### src/rtl/mcyc_pkg.sv
package mcyc_pkg;

    localparam int unsigned SFR_W = 8;

    typedef enum logic {
        MODE_SLOW = 1'b0,
        MODE_FAST = 1'b1
    } cyc_mode_e;

    typedef struct packed {
        logic             wr;
        logic [SFR_W-1:0] addr;
        logic [SFR_W-1:0] wdata;
    } sfr_req_t;

    // Nonvolatile override wins over the software selection.
    function automatic cyc_mode_e pick_mode(input logic otp_fast, input logic sw_fast);
        return (otp_fast || sw_fast) ? MODE_FAST : MODE_SLOW;
    endfunction

    function automatic int unsigned cyc_len(input cyc_mode_e m,
                                            input int unsigned fast_len,
                                            input int unsigned slow_len);
        return (m == MODE_FAST) ? fast_len : slow_len;
    endfunction

endpackage

### src/rtl/mcyc_sync.sv
module mcyc_sync #(
    parameter int unsigned STAGES = 2
) (
    input  logic clk,
    input  logic por,
    input  logic d_async,
    output logic q_sync
);
    logic [STAGES-1:0] chain_q;

    generate
        for (genvar s = 0; s < STAGES; s++) begin : g_stage
            if (s == 0) begin : g_first
                always_ff @(posedge clk) begin
                    if (por) chain_q[s] <= 1'b0;
                    else     chain_q[s] <= d_async;
                end
            end else begin : g_next
                always_ff @(posedge clk) begin
                    if (por) chain_q[s] <= 1'b0;
                    else     chain_q[s] <= chain_q[s-1];
                end
            end
        end
    endgenerate

    assign q_sync = chain_q[STAGES-1];
endmodule

### src/rtl/mcyc_ctlreg.sv
module mcyc_ctlreg
    import mcyc_pkg::*;
#(
    parameter logic [SFR_W-1:0] CTL_ADDR = 8'h8F
) (
    input  logic             clk,
    input  logic             por,
    input  logic             int_rst,
    input  sfr_req_t         req,
    output logic [SFR_W-1:0] rdata,
    output logic             sw_fast
);
    logic hit;
    logic fast_q;

    assign hit = (req.addr == CTL_ADDR);

    // Only bit 0 is stored; reserved bits have no flops.
    always_ff @(posedge clk) begin
        if (por || int_rst)      fast_q <= 1'b0;
        else if (req.wr && hit)  fast_q <= req.wdata[0];
    end

    always_comb begin
        rdata = '0;
        if (hit) rdata[0] = fast_q;
    end

    assign sw_fast = fast_q;
endmodule

### src/rtl/mcyc_divider.sv
module mcyc_divider
    import mcyc_pkg::*;
#(
    parameter int unsigned FAST_LEN = 6,
    parameter int unsigned SLOW_LEN = 12
) (
    input  logic      clk,
    input  logic      por,
    input  cyc_mode_e sel_mode,
    output logic      mc_end,
    output cyc_mode_e act_mode,
    output logic      ser_fix_en
);
    localparam int unsigned CNT_W = $clog2(SLOW_LEN);

    cyc_mode_e        act_q;
    logic [CNT_W-1:0] cnt_q;
    logic [CNT_W-1:0] last_idx;

    assign last_idx = CNT_W'(cyc_len(act_q, FAST_LEN, SLOW_LEN) - 1);
    assign mc_end   = (cnt_q == last_idx);

    // Mode is resampled only at the cycle boundary.
    always_ff @(posedge clk) begin
        if (por) begin
            cnt_q      <= '0;
            act_q      <= sel_mode;
            ser_fix_en <= 1'b0;
        end else begin
            ser_fix_en <= mc_end;
            if (mc_end) begin
                cnt_q <= '0;
                act_q <= sel_mode;
            end else begin
                cnt_q <= cnt_q + 1'b1;
            end
        end
    end

    assign act_mode = act_q;
endmodule

### src/rtl/mcyc_rstqual.sv
module mcyc_rstqual
    import mcyc_pkg::*;
#(
    parameter int unsigned FAST_LEN = 6,
    parameter int unsigned SLOW_LEN = 12,
    parameter int unsigned RST_MCYC = 2
) (
    input  logic      clk,
    input  logic      por,
    input  logic      pin_sync,
    input  cyc_mode_e act_mode,
    input  logic      ea_pin,
    output logic      int_rst,
    output logic      ea_lat
);
    localparam int unsigned QMAX = RST_MCYC * SLOW_LEN;
    localparam int unsigned Q_W  = $clog2(QMAX + 1);

    logic [Q_W-1:0] qcnt_q;
    logic [Q_W-1:0] thr;
    logic           rst_q;
    logic           ea_q;

    assign thr = Q_W'(RST_MCYC * cyc_len(act_mode, FAST_LEN, SLOW_LEN));

    always_ff @(posedge clk) begin
        if (por) begin
            qcnt_q <= '0;
            rst_q  <= 1'b0;
            ea_q   <= 1'b0;
        end else begin
            if (!pin_sync)        qcnt_q <= '0;
            else if (qcnt_q < thr) qcnt_q <= qcnt_q + 1'b1;

            // Sticky once set: a mode change during reset cannot drop it.
            if (!pin_sync)         rst_q <= 1'b0;
            else if (qcnt_q >= thr) rst_q <= 1'b1;

            if (rst_q && !pin_sync) ea_q <= ea_pin;
        end
    end

    assign int_rst = rst_q;
    assign ea_lat  = ea_q;
endmodule

### src/rtl/mcyc_clkgen.sv
module mcyc_clkgen
    import mcyc_pkg::*;
#(
    parameter int unsigned      FAST_LEN    = 6,
    parameter int unsigned      SLOW_LEN    = 12,
    parameter int unsigned      RST_MCYC    = 2,
    parameter int unsigned      SYNC_STAGES = 2,
    parameter logic [SFR_W-1:0] CTL_ADDR    = 8'h8F
) (
    input  logic             clk,
    input  logic             por,
    input  logic             rst_pin,
    input  logic             ea_pin,
    input  logic             cfg_x6,
    input  logic             sfr_wr,
    input  logic [SFR_W-1:0] sfr_addr,
    input  logic [SFR_W-1:0] sfr_wdata,
    output logic [SFR_W-1:0] sfr_rdata,
    output logic             mc_end,
    output logic             ser_fix_en,
    output logic             mode_fast,
    output logic             int_rst,
    output logic             ea_lat
);
    sfr_req_t  req;
    logic      pin_sync;
    logic      sw_fast;
    cyc_mode_e sel_mode;
    cyc_mode_e act_mode;

    assign req = '{wr: sfr_wr, addr: sfr_addr, wdata: sfr_wdata};

    mcyc_sync #(.STAGES(SYNC_STAGES)) i_sync (
        .clk     (clk),
        .por     (por),
        .d_async (rst_pin),
        .q_sync  (pin_sync)
    );

    mcyc_ctlreg #(.CTL_ADDR(CTL_ADDR)) i_ctl (
        .clk     (clk),
        .por     (por),
        .int_rst (int_rst),
        .req     (req),
        .rdata   (sfr_rdata),
        .sw_fast (sw_fast)
    );

    assign sel_mode = pick_mode(cfg_x6, sw_fast);

    mcyc_divider #(.FAST_LEN(FAST_LEN), .SLOW_LEN(SLOW_LEN)) i_div (
        .clk        (clk),
        .por        (por),
        .sel_mode   (sel_mode),
        .mc_end     (mc_end),
        .act_mode   (act_mode),
        .ser_fix_en (ser_fix_en)
    );

    mcyc_rstqual #(.FAST_LEN(FAST_LEN), .SLOW_LEN(SLOW_LEN), .RST_MCYC(RST_MCYC)) i_rq (
        .clk      (clk),
        .por      (por),
        .pin_sync (pin_sync),
        .act_mode (act_mode),
        .ea_pin   (ea_pin),
        .int_rst  (int_rst),
        .ea_lat   (ea_lat)
    );

    assign mode_fast = (act_mode == MODE_FAST);
endmodule

### config.mk
export PLATFORM = sky130hd
export DESIGN_NAME = mcyc_clkgen
export DESIGN_NICKNAME = d
export VERILOG_FILES = /design/src/rtl/mcyc_pkg.sv /design/src/rtl/mcyc_sync.sv /design/src/rtl/mcyc_ctlreg.sv /design/src/rtl/mcyc_divider.sv /design/src/rtl/mcyc_rstqual.sv /design/src/rtl/mcyc_clkgen.sv
export SDC_FILE = /design/constraint.sdc
export NUM_CORES = 1
export LEC_CHECK = 0
export BUFFER_PORTS_ARGS = -buffer_cell sky130_fd_sc_hd__buf_4
export CAP_MARGIN = 25
export CORE_MARGIN = 3
export CORE_UTILIZATION = 49
export CTS_CLUSTER_DIAMETER = 40
export DETAILED_ROUTE_END_ITERATION = 16
export GPL_TIMING_DRIVEN = 0
export PLACE_DENSITY = 0.82
export SLEW_MARGIN = 20
export SYNTH_ARGS = -nofsm -noshare
export SYNTH_HDL_FRONTEND = slang
export SYNTH_SLANG_ARGS = --single-unit
### constraint.sdc
create_clock -name clk -period 3 [get_ports clk]
set_clock_uncertainty 0.2 [all_clocks]
set_input_delay 0.15 -clock clk [delete_from_list [all_inputs] [get_ports clk]]
set_output_delay 0.15 -clock clk [all_outputs]
set_load 0.05 [all_outputs]
# After elaboration in Yosys (flattened, before gate mapping)
# Index checks and enable logic that the tools add are counted.
[classes]
mux = 5
n_reduce_logical = 8
n_lt_le_gt_ge = 2
add_sub_neg = 3
n_eq_ne = 2
bitwise_logic = 1
[op_table]
columns = ["op", "count"]
rows = [
  ["== test 8 bit (second input constant)", 1],
  ["adder 5 x 1 -> 5 bit (second input constant)", 1],
  [">= comparator 5 bit", 1],
  ["< comparator 5 bit", 1],
  ["adder 4 x 1 -> 4 bit (second input constant)", 1],
  ["== test 4 bit", 1],
  ["two-way mux 1 bit", 4],
  ["two-way mux 4 bit", 1],
  ["OR reduction 2 bit", 2],
  ["subtractor 4 x 1 -> 4 bit (second input constant)", 1],
  ["logical AND 1 bit", 2],
  ["logical OR 1 bit", 2],
  ["nonzero test 2 bit", 1],
  ["logical NOT 1 bit", 1],
  ["inverter 1 bit", 1],
]
[totals]
input_bits = 22
register_bits = 16
wordCells = 30
out_inout_bits = 13

# Logic depth before layout (Yosys ltp)
[depth]
word_depth = 5
depth_mapped = 5
mapped_depth_nobuf = 5

# Hierarchy
# From an unflattened synthesis, not the netlist that was laid out.
[unflattened]
hier_cells = 84
hier_area_um2 = 855.8
[by_module_without_submodules]
columns = ["module", "seq_area_each_um2", "instances", "area_per_inst_um2", "cells_per_inst"]
rows = [
  ["mcyc_rstqual", 140.1, 1, 376.6, 41],
  ["mcyc_divider", 130.1, 1, 255.2, 21],
  ["mcyc_ctlreg", 20.0, 1, 165.2, 17],
  ["mcyc_sync", 40.0, 1, 52.6, 4],
  ["mcyc_clkgen", 0.0, 1, 6.3, 1],
]

# Least setup slack after synthesis
# OpenSTA, ideal clock, no wires.
[synth_path]
kind = "register -> register"
from = "reg i_div.act_q, in the netlist i_div.act_mode"
to = "reg i_div.act_q, in the netlist i_div.act_mode, enable pin"
n_path_buf = 0
setup_ps = 292
path_slack_ps = 809
t_required_ps = 2508
stages_incl_launch_ff = 4
period_less_slack_ps = 2191
arrival_ps = 1699
path_cell_list = "edfxtp_1 -> nor4bb_1 -> o21a_1 -> or2_1"
[synth_between]
elab_chain_cells = 4
[synth_lines]
columns = ["element", "line", "rtl"]
rows = [
  ["start: declaration", "mcyc_divider.sv:16", "cyc_mode_e act_q;"],
  ["start signal: assignment", "mcyc_divider.sv:27", "act_q <= sel_mode;"],
  ["start signal: assignment", "mcyc_divider.sv:33", "act_q <= sel_mode;"],
  ["two-way mux 4 bit", "mcyc_pkg.sv:24", "return (m == MODE_FAST) ? fast_len : slow_len;"],
  ["subtractor 4 x 1 -> 4 bit", "mcyc_divider.sv:20", "assign last_idx = CNT_W'(cyc_len(act_q, FAST_LEN, SLOW_LEN) - 1);"],
  ["== test 4 bit", "mcyc_divider.sv:21", "assign mc_end = (cnt_q == last_idx);"],
  ["named net mc_end", "mcyc_clkgen.sv:19", "output logic mc_end,"],
  ["nonzero test 2 bit (no line)", "--", ""],
]
# The timed path passes the listed nets, and every way through them passes these cells.
# A chain may end at the register's enable or synchronous reset.

# Worst setup path in the final report
[layout_path]
from = "reg i_div.act_q, in the netlist i_div.act_mode"
to = "out mc_end"
[layout_between]
elab_chain_cells = 3
[layout_lines]
columns = ["element", "line"]
rows = [
  ["two-way mux 4 bit", "mcyc_pkg.sv:24"],
  ["subtractor 4 x 1 -> 4 bit", "mcyc_divider.sv:20"],
  ["== test 4 bit", "mcyc_divider.sv:21"],
  ["end: declaration", "mcyc_clkgen.sv:19"],
]
# Every way passes these cells.

==> flow_metrics.tcl <==
set metrics [dict create \
    status "finished clean" \
    crit_start "i_div.act_mode" \
    clk_pin_slew_worst_paths_ps 90 \
    synth_cell_types 36 \
    overflow 0 \
    synth_fa_ha_area_share_pct 7.81 \
    fin_area_um2 1080 \
    clock_path_buffers 2 \
    ys_warn_count 0 \
    synth_common_cells "15 x dfxtp_1, 7 x buf_4, 5 x a21oi_1, 5 x ha_1, 5 x inv_1" \
    syn_area_um2 801 \
    fin_crit_ps 1940 \
    cts-root-buf "clkbuf_4" \
    netlist_top_cells_area "dfxtp_1 38%, ha_1 7.8%, buf_4 6.6%" \
    grt_pass1_wl_mm 2.52 \
    async_flop_share_pct 0 \
    vias 691 \
    synthCells 82 \
    clkLatencyLatePin_ps 290 \
    worstPathRequired_ps 2650 \
    arrival_ps 1590 \
    finalHoldViolCount 0 \
    drive_gt1_share_pct 29.1 \
    synth-simple-area-share_pct 25.6 \
    reg2reg_slack_ps 1180 \
    setup.worst_path.end_class "primary output" \
    ant_nets 0 \
    setup_viol 0 \
    cts.sinks 16 \
    fin_crit_sh_pct 64.7 \
    cts_made_buffers 3 \
    wl_per_cell_um 11.6 \
    synth_edf_count 1 \
    drt_iter0_drc 3 \
    synthMuxAreaShare_pct 1.25 \
    die_area_um2 2160 \
    worstReg2RegStart "i_div.act_mode" \
    num_io_pins 35 \
    hold_class "in -> reg" \
    dp_worst_setup_slack_ps 1200 \
    finalSetupTns_ps 0 \
    cts_resized 0 \
    nets 145 \
    p_leak_uw 0.000480 \
    yosysMostFrequentCell "dfxtp_1" \
    yosysTopAreaCell "dfxtp_1" \
    portBuffers 20 \
    rows 13 \
    cts_tree "done" \
    dieHeight_um 46.4 \
    grt_pass1_vias 617 \
    track_usage_pct 16.9 \
    wirelength_mm 1.53 \
    power_density_nw_per_um2 408 \
    antenna_found_initial 0 \
    clock.fmax_mhz 515 \
    initial_utilization_pct 56.6 \
    rsz0062_at_grt "no" \
    synthXorXnorAreaFrac_pct 2.19 \
    min_from "por" \
    grt_start_max_net_pins 11 \
    maxCapViolCount 0 \
    area_delta_synth_final_pct 34.7 \
    die_w_um 46.4 \
    postPlaceCellArea_um2 992 \
    core_area_um2 1420 \
    viasPerCell 5.23 \
    path_class "reg -> out" \
    drt_first_pass_iters 4 \
    worstSetupStartpointType "flip-flop" \
    n_antenna_cell 0 \
    setup_slack_ps 1060 \
    cts_hold_buf 5 \
    h-tree-depth 1 \
    hpwlAfterDp_mm 1.15 \
    synth_area_per_cell_um2 9.77 \
    final_max_slew_viol_count 0 \
    drc_errors 0 \
    vdd_drop_max_v 0.000401 \
    path_max_fanout 6 \
    yosys_register_bits 16 \
    synth_top_family_by_area "simple AND/OR/NAND/NOR gates" \
    final_core_util_pct 76.2 \
    postCtsSetupRepairBufs 0 \
    seq_area_frac_synth_pct 41.3 \
    synth_top_area_share_pct 37.5 \
    synth_ff_type "dfxtp_1" \
    synth_compound_area_share_pct 12.0 \
    gp_congestion 0.802 \
]
## cell families (layout without fill, tap and decap cells)
kind of cell               count (synthesis)  count (layout)
buffers and inverters                     13              42
and+or+nand+nor                           29              29
xor gates and xnor gates                   2               2
DFF                                       16              16
AOI/OAI and AO/OA                         15              15
muxes                                      1               1
other                                      1               7
adders and majority gates                  5               5
## critical path, cell delays in order, from the launching register on
cell and delay [ps]:
edfxtp_1 450, nor4bb_1 340, o21a_1 280, buf_4 230
## final timing paths
check	endpoint	depth (start not counted)
max	mc_end	3
min	i_div.cnt_q[0]	3
max reg2reg	i_rq.qcnt_q[4]	4
min reg2reg	i_sync.q_sync	1
## power by group
group          internal, uW  total [uW]  switching, uW
clock network          74.0         145           70.8
registers               221         226           5.61
logic                  32.0        69.0           37.1
## flip-flops by register name, indices dropped and copies added (netlist names)
signal	flops
i_rq.qcnt_q	5
i_div.cnt_q	4
i_ctl.sw_fast	1
i_div.act_mode	1
i_div.ser_fix_en	1
i_rq.ea_lat	1
i_rq.int_rst	1
i_sync.chain_q	1
i_sync.q_sync	1
## placed cells by master, fill, tap and decap left out, types with 2 or more instances in the layout
cell           synthesis  final
buf_4                  7     27
dfxtp_1               15     15
conb_1                 1      7
inv_1                  5      5
a21oi_1                5      5
ha_1                   5      5
dlygate4sd3_1          0      5
nor2_1                 4      4
nor2b_1                4      4
nand3_1                3      3
clkbuf_4               0      3
nor4bb_1               2      2
or2_1                  2      2
o21ai_1                2      2
nor3_1                 2      2
nand4b_1               2      2
o21ai_0                2      2
## final cells by class
| cell class | instances | area, um2 |
|---|---|---|
| Buffer | 8 | 56.3 |
| Timing Repair Buffer | 25 | 200 |
| Sequential cell | 16 | 330 |
| Fill cell | 108 | 337 |
| Tap cell | 15 | 18.8 |
| Multi-Input combinational cell | 59 | 418 |
| Inverter | 5 | 18.8 |
| Clock buffer | 4 | 36.3 |
## per-stage QoR
step / hold WS [ps] / power, uW / std cells
finish: 129 / 440 / 132
global placement: 163 / 293 / 123
CTS: 127 / 445 / 132
floorplan: 78.2 / 274 / 88
global route: 156 / 464 / 132
detailed placement: 173 / 295 / 123
## metal layers
layer / up-vias / global-route usage [%] / part of all wire, %
li1: 350 / - / -
met1: 310 / 18.7 / 45
met2: 26 / 27.7 / 45
met3: 5 / 7.03 / 8.6
met4: 0 / 7.39 / 1.6
met5: - / 0 / 0
Note: power is estimated with default switching activity, not from simulation.
